===== config.mk =====
export PLATFORM = sky130hd
export DESIGN_NAME = cont_compressor
export DESIGN_NICKNAME = d
export VERILOG_FILES = /design/src/rtl/cont_compressor.sv
export SDC_FILE = /design/constraint.sdc
export NUM_CORES = 1
export LEC_CHECK = 0
export ABC_AREA = 0
export CELL_PAD_IN_SITES_DETAIL_PLACEMENT = 1
export CELL_PAD_IN_SITES_GLOBAL_PLACEMENT = 1
export CORE_MARGIN = 4
export CORE_UTILIZATION = 35
export CTS_BUF_LIST = sky130_fd_sc_hd__clkbuf_8
export DETAILED_ROUTE_END_ITERATION = 12
export DONT_BUFFER_PORTS = 1
export MAX_ROUTING_LAYER = met4
export PLACE_DENSITY = 0.68
export REMOVE_ABC_BUFFERS = 1
export SETUP_SLACK_MARGIN = 0.05
export SLEW_MARGIN = 20
export SYNTH_ARGS = -nofsm -noshare
export SYNTH_HDL_FRONTEND = slang
export SYNTH_SLANG_ARGS = --single-unit

===== constraint.sdc =====
create_clock -name clk -period 2.9 [get_ports clk]
set_input_delay 0 -clock clk [delete_from_list [all_inputs] [get_ports clk]]
set_output_delay 0 -clock clk [all_outputs]
set_load 0.01 [all_outputs]

===== src/rtl/cont_compressor.sv =====
module cont_compressor #(
  parameter int          W          = 32,
  parameter logic [31:0] CONT_WORD  = 32'h9999_AA7C,
  parameter logic [31:0] ALIGN_WORD = 32'h7B4A_4ABC,
  parameter logic [31:0] DEBUG_FILL = 32'hDEAD_BEEF
) (
  input  logic         clk,
  input  logic         rst_n,
  input  logic [W-1:0] in_word,
  input  logic         in_is_prim,
  input  logic         cont_en,
  input  logic         junk_sel,
  input  logic [W-1:0] scr_word,
  output logic [W-1:0] out_word,
  output logic         out_is_prim
);

  logic [W-1:0] last_prim;
  logic         tracking;
  logic [1:0]   seen;

  logic is_align, repeat_hit;
  logic [W-1:0] filler;

  assign is_align   = in_is_prim && (in_word == W'(ALIGN_WORD));
  assign repeat_hit = cont_en && in_is_prim && !is_align && tracking && (in_word == last_prim);
  assign filler     = junk_sel ? W'(DEBUG_FILL) : scr_word;

  always_ff @(posedge clk) begin
    if (!rst_n) begin
      last_prim <= '0;
      tracking  <= 1'b0;
      seen      <= 2'd0;
    end else if (!cont_en) begin
      tracking  <= 1'b0;
      seen      <= 2'd0;
    end else if (is_align) begin
      tracking  <= tracking;
    end else if (repeat_hit) begin
      if (seen != 2'd2) seen <= seen + 2'd1;
    end else if (in_is_prim) begin
      last_prim <= in_word;
      tracking  <= 1'b1;
      seen      <= 2'd0;
    end else begin
      tracking  <= 1'b0;
      seen      <= 2'd0;
    end
  end

  always_ff @(posedge clk) begin
    if (!rst_n) begin
      out_word    <= '0;
      out_is_prim <= 1'b0;
    end else if (repeat_hit && seen == 2'd1) begin
      out_word    <= W'(CONT_WORD);
      out_is_prim <= 1'b1;
    end else if (repeat_hit && seen == 2'd2) begin
      out_word    <= filler;
      out_is_prim <= 1'b0;
    end else begin
      out_word    <= in_word;
      out_is_prim <= in_is_prim;
    end
  end

endmodule


==> results of run 1 <==
-- cells by family after synthesis --
kind of cell             synth area share
adder cells (fa/ha/maj)           0.00774
multiplexers                       0.0433
AO/OA/AOI/OAI                       0.183
XOR/XNOR                           0.0867
flip-flops                          0.421
AND/OR/NAND/NOR                     0.215
buffers and inverters              0.0426
-- worst max-delay path by stage --
stage                  startpoint            end  slack, ns
finish              last_prim[19]   out_word[29]       0.15
CTS                 last_prim[26]   out_word[20]       0.09
global placement    last_prim[26]  last_prim[16]       0.49
global route        last_prim[19]   out_word[20]       0.03
floorplan           last_prim[28]   out_word[11]      -1.32
detailed placement  last_prim[26]   last_prim[5]       0.42
-- power by group through the flow --
| stage | clock (µW) | sequential, µW | combinational [µW] |
|---|---|---|---|
| final | 916 | 1010 | 266 |
| after detailed placement | 0 | 1040 | 149 |
| after global routing | 978 | 1020 | 294 |
| after CTS | 924 | 1010 | 258 |
| after floorplan | 0 | 1030 | 117 |
| after global placement | 0 | 1030 | 143 |
-- flip-flops by register name (all words and copies together) (netlist names) --
name         flops
last_prim       32
tracking         1
seen             2
out_is_prim      1
out_word        32
-- per-stage QoR --
step | power, µW | cell area (µm²) | std cells
finish | 2200 | 4580 | 579
global route | 2290 | 4580 | 579
CTS | 2200 | 4540 | 578
detailed placement | 1180 | 3320 | 462
global placement | 1180 | 3320 | 462
floorplan | 1150 | 3110 | 345
-- final cells by class --
| class | count | area (µm²) |
|---|---|---|
| clock buffers | 10 | 138 |
| clock inverters | 6 | 87.6 |
| fillers | 1027 | 4270 |
| inverters | 3 | 11.3 |
| multi-input cells | 274 | 1760 |
| flip-flops and latches | 68 | 1360 |
| well taps | 108 | 135 |
| repair buffers | 110 | 1090 |
-- critical path, stage by stage, from the launching register on --
cell and delay (ns):
dfxtp_1 0.33, xor2_1 0.17, nor4_1 0.32, nand4_1 0.13, buf_4 0.18, nor4_4 0.33
buf_6 0.29, nand3b_1 0.11, dlygate4sd3_1 0.57, a21oi_1 0.21
-- layout by cell type, fill, tap and decap left out, types with 4 or more instances in the layout --
cell	count
dlygate4sd3_1	100
o21ai_0	34
or2_2	15
xor2_1	31
dfxtp_1	68
nor2_1	22
a211oi_1	5
a21oi_1	55
nand3_1	37
nand4_1	4
nand2_1	5
nor4_1	5
mux2i_1	14
nand3b_1	8
a211oi_2	5
nand2b_1	9
buf_4	8
clkbuf_8	10
-- layer usage --
metal,vias up,part of all wire
met4,0,0.017
met3,16,0.050
li1,1514,-
met5,-,0
met1,1572,0.44
met2,97,0.49
-- what timing repair did --
item | in CTS | in global routing
hold buffers | 100 | 0
endpoints found under the setup margin | 0 | 9
hold endpoints to repair | 68 | 0
buffers inserted | 0 | 1
gates resized for setup | 0 | 6
==> metrics.md, run 1 <==
| Metric | Value |
|---|---|
| Number of antenna repair diodes | 0 |
| Most instantiated library cell after synthesis | dfxtp_1 |
| Fin. Hold Viols | 0 |
| Critical path type | flip-flop to flip-flop |
| Final Cycle Share | 0.949 |
| Synth area leaders | dfxtp_1 (42%), a21oi_1 (8.5%), xor2_1 (8.4%), nand3_1 (5.7%), o21ai_0 (5.3%) |
| Power dissipated by switching net loads | 560 µW |
| Grt met3 use | 0.0565 |
| Quantity of I/O buffers inserted on ports | 0 |
| Via count normalized by instance count | 5.53 |
| Final-stage net count | 537 |
| Min cycle time layout | 2.75 ns |
| Endpoint class of the critical path | flip-flop |
| Distinct cells, synth | 40 |
| Proportion of layout cells with a drive suffix above 1 | 0.113 |
| First-pass GRT wire length | 19200 µm |
| Most used routing layer in global routing | met2 |
| Overflow left after global routing | 0 |
| Crit path launch type | flip-flop |
| Power share of the combinational group | 0.121 |
| Number of warnings printed during yosys synthesis | 0 |
| Flip-flop and latch count after synthesis | 68 |
| VDD IR max | 0.000246 V |
| Clock input transition at the sequential cells of the worst setup and hold paths | 0.08 ns |
| GRT met2 Usage | 0.382 |
| Arr. time, crit path | 3.02 ns |
| Register-to-Register Path Depth | 9 |
| Fraction of power spent switching nets | 0.255 |
| Wire length after detailed routing | 12000 µm |
| Number of ports placed on the die boundary | 102 |
| Result of the run | completed |
| Buffer levels on the longest clock path | 2 |
| Setup Skew | 0.00881 ns |
| GRT Util Overall | 0.229 |
| Startpoint of the tightest hold check path | in_word[11] |
| Static Leakage | 0.00169 µW |
| Number of antenna violations at the first check in global routing | 0 |
| Sequential fraction of the synthesis area | 0.421 |
| R2r endpoint | out_word[29] |
| Largest net degree at the start of global routing | 33 |
| Starting density of the core | 0.365 |
| Area Growth Syn to Fin | 41.7% |
| Ys async rst share | 0 |
| Final critical-path setup slack | 0.149 ns |
| Rel. slew slack | 0.284 |
| H-tree depth | 3 |
| Clk sinks | 68 |
| Slew at the pin with the worst max-slew slack | 1.07 ns |
| Hold-critical path endpoint | seen[0] |
| Floorplan die height | 104 µm |
| Sequential Power Share | 0.462 |
| Post-placement setup slack | 0.416 ns |
| Areal power density over the cells | 479 nW/µm² |
| RSZ-0062 raised after global routing | false |
| Detailed placement HPWL | 6500 µm |
| Final estimated routing congestion in global placement | 0.789 |
| Floorplan Core Area | 8850 µm² |
| Maximum fanout count along the critical path | 27 |
| Fin util | 0.518 |
| Vias after detailed routing | 3199 |
| Number of enable flip-flop cells after synthesis | 0 |
| Internal power | 1640 µW |
| R2r setup slk | 0.15 ns |
| Final worst hold slack | 0.0937 ns |
| Upper clock frequency limit | 363 MHz |
| Top cells by instance count after synthesis | dfxtp_1 (68), a21oi_1 (55), nand3_1 (37), o21ai_0 (34), xor2_1 (31) |
| Primary flip-flop cell chosen by synthesis mapping | dfxtp_1 |
| Number of optimization iterations in the first detailed-route pass | 4 |
| Post-DRT Antenna Nets | 0 |
| Setup violations, final | 0 |
| Later-pin clock latency in the skew report | 0.35 ns |
| Total Neg Setup Slack | 0 ns |
| Total count of max-transition violations in the final report | 0 |
| Crit path required time | 3.17 ns |
| Placement row count | 34 |
| Full die area | 10800 µm² |
| TritonCTS clock tree | yes |
| Average routed wire per standard cell | 20.7 µm |
| Cell area after technology mapping | 3230 µm² |
| Library cell occupying the most area in the post-synthesis netlist | dfxtp_1 |
| Clock network fraction of design power | 0.417 |
| Class of the worst hold path | input port to flip-flop |
| Cell at the root of the clock tree | clkbuf_8 |
| Number of remaining DRC errors | 0 |
| Number of clock buffers inserted by TritonCTS | 9 |
| Gate Count Post-Synth | 373 |
| DRC marker count from the first detailed-route iteration | 118 |
| Origin of the critical flop-to-flop path | last_prim[19] |
| Average cell area after synthesis | 8.67 µm² |
| Met1 demand-to-capacity share in global routing | 0.275 |
| Max-cap violation count | 0 |
| Hold path depth | 4 |
| Post-synth top area share | 0.421 |
| DIE WIDTH | 104 µm |
| Via count of the first global-routing pass | 3461 |
Note: power is estimated with default switching activity, not from simulation.
==> inputs of run 2 (changes only) <==
- CAP_MARGIN: unset -> 20
- CORE_ASPECT_RATIO: unset -> 0.7
==> run 2 against run 1 <==
Sequential power about the same. Flip-flop and latch count did not move. Global-route usage grew 0.88 points. Die area increased by 0.23%. Clock power shrank 13%. Sequential share of layout area is 0.60 points lower. Final area up 2.1%. Largest power group unchanged.
==> metrics.md, run 2 (synthesis gave the netlist of run 1 again) <==
| Metric | Value |
|---|---|
| Result of the run | completed |
| Max-cap violation count | 0 |
| First-pass GRT wire length | 18900 µm |
| Via count normalized by instance count | 5.41 |
| Cell at the root of the clock tree | clkbuf_8 |
| Arr. time, crit path | 2.99 ns |
| Wire length after detailed routing | 12600 µm |
| Final estimated routing congestion in global placement | 0.780 |
| Fraction of power spent switching nets | 0.251 |
| Vias after detailed routing | 3277 |
| Power share of the combinational group | 0.130 |
| Class of the worst hold path | input port to flip-flop |
| Clock network fraction of design power | 0.383 |
| R2r setup slk | 0.19 ns |
| Fin util | 0.518 |
| Upper clock frequency limit | 369 MHz |
| Most used routing layer in global routing | met2 |
| Via count of the first global-routing pass | 3509 |
| Overflow left after global routing | 0 |
| RSZ-0062 raised after global routing | true |
| GRT Util Overall | 0.238 |
| Met1 demand-to-capacity share in global routing | 0.272 |
| Sequential Power Share | 0.487 |
| Crit path launch type | flip-flop |
| Clock input transition at the sequential cells of the worst setup and hold paths | 0.07 ns |
| Worst Setup SP | last_prim[31] |
| Quantity of I/O buffers inserted on ports | 0 |
| Design Power | 2080 µW |
| DIE WIDTH | 123 µm |
| Fin. Hold Viols | 0 |
| Setup Skew | 0.00865 ns |
| Final Cycle Share | 0.935 |
| Final-stage net count | 548 |
| Crit path required time | 3.18 ns |
| Buffer levels on the longest clock path | 2 |
| Summed area of non-filler cells in the final layout | 4680 µm² |
| Area Growth Syn to Fin | 44.7% |
| Final worst hold slack | 0.106 ns |
| Hold-critical path endpoint | seen[1] |
| Internal power | 1560 µW |
| Floorplan die height | 88.4 µm |
| TritonCTS clock tree | yes |
| Full die area | 10900 µm² |
| Setup violations, final | 0 |
| Startpoint of the tightest hold check path | in_word[11] |
| Post-DRT Antenna Nets | 0 |
| Endpoint class of the critical path | flip-flop |
| Floorplan Core Area | 9030 µm² |
| Rel. slew slack | 0.321 |
| Number of remaining DRC errors | 0 |
| Highest-count cells in the layout ignoring fill and taps | dlygate4sd3_1 (99), dfxtp_1 (68), a21oi_1 (55), nand3_1 (37), o21ai_0 (34) |
| R2r endpoint | out_word[24] |
| Total placed instance area | 3360 µm² |
| Placement row count | 29 |
| Grt met3 use | 0.0831 |
| Number of antenna repair diodes | 0 |
| Proportion of layout cells with a drive suffix above 1 | 0.129 |
| GRT met2 Usage | 0.400 |
| Number of antenna violations at the first check in global routing | 0 |
| Largest net degree at the start of global routing | 39 |
| Number of ports placed on the die boundary | 102 |
| Areal power density over the cells | 446 nW/µm² |
| H-tree depth | 3 |
| DRC marker count from the first detailed-route iteration | 154 |
| Number of clock buffers inserted by TritonCTS | 9 |
| VDD IR max | 0.000257 V |
| Critical path type | flip-flop to flip-flop |
| Register-to-Register Path Depth | 8 |
| Number of optimization iterations in the first detailed-route pass | 5 |
| Registers with the most flip-flops | last_prim: 32 flops, out_word: 32 flops, seen: 2 flops |
| Min cycle time layout | 2.71 ns |
| Total count of max-transition violations in the final report | 0 |
| Power dissipated by switching net loads | 523 µW |
| Later-pin clock latency in the skew report | 0.36 ns |
| Detailed placement HPWL | 6820 µm |
| Hold path depth | 4 |
| Slew at the pin with the worst max-slew slack | 1.02 ns |
| Average routed wire per standard cell | 20.7 µm |
| Maximum fanout count along the critical path | 19 |
| Commonest non-fill, non-tap cell in the layout | dlygate4sd3_1 |
| Clk sinks | 68 |
| Starting density of the core | 0.358 |
| Origin of the critical flop-to-flop path | last_prim[31] |
| Static Leakage | 0.00176 µW |
[run 2: cell type report]
cell class                 count  area (µm²)
multi-input combinational    274        1770
clock inverter                 5        45.0
timing repair buffer         121        1190
tap                          124         155
clock buffer                  11         151
inverter                       3        11.3
fill                        1031        4360
sequential                    68        1360
[run 2: power groups by stage]
stage	Combinational (µW)	Sequential (µW)	Clock, µW
2_1_floorplan	117	1030	0
3_3_place_gp	145	1030	0
3_5_place_dp	151	1040	0
4_1_cts	259	1010	823
5_1_grt	296	1020	859
6_report	271	1010	798
[run 2: timing repair]
action,in CTS,in global routing
buffers inserted,0,11
endpoints found under the hold margin,68,0
gates resized for setup,0,4
hold buffers,99,0
setup endpoints to repair,0,7
[run 2: per-stage QoR]
stage                     setup WS [ns]  TNS (ns)  std cells
after floorplan                   -1.32    -44.08        345
after global placement            0.706         0        479
after detailed placement          0.617         0        479
after CTS                         0.119         0        594
after global routing             0.0267         0        606
final                             0.188         0        606
[run 2: how the worst max path moves through the flow]
stage	endpoint	cells past startpoint
finish	out_word[24]	8
detailed placement	last_prim[12]	7
floorplan	out_word[11]	6
global route	out_word[29]	8
CTS	out_word[8]	7
global placement	last_prim[11]	7
[run 2: layer usage]
| metal | vias to the layer above | share of wire |
|---|---|---|
| met5 | - | 0 |
| met4 | 0 | 0.015 |
| met3 | 17 | 0.077 |
| met2 | 109 | 0.48 |
| met1 | 1611 | 0.43 |
| li1 | 1540 | - |
[run 2: critical path, cell delays in order (launching register included)]
cell and delay [ns]:
dfxtp_1 0.32, xor2_1 0.16, nor4_2 0.42, nand4_1 0.21, nor4_4 0.41, buf_12 0.22, nand3b_1 0.11, dlygate4sd3_1 0.58
a31oi_1 0.19
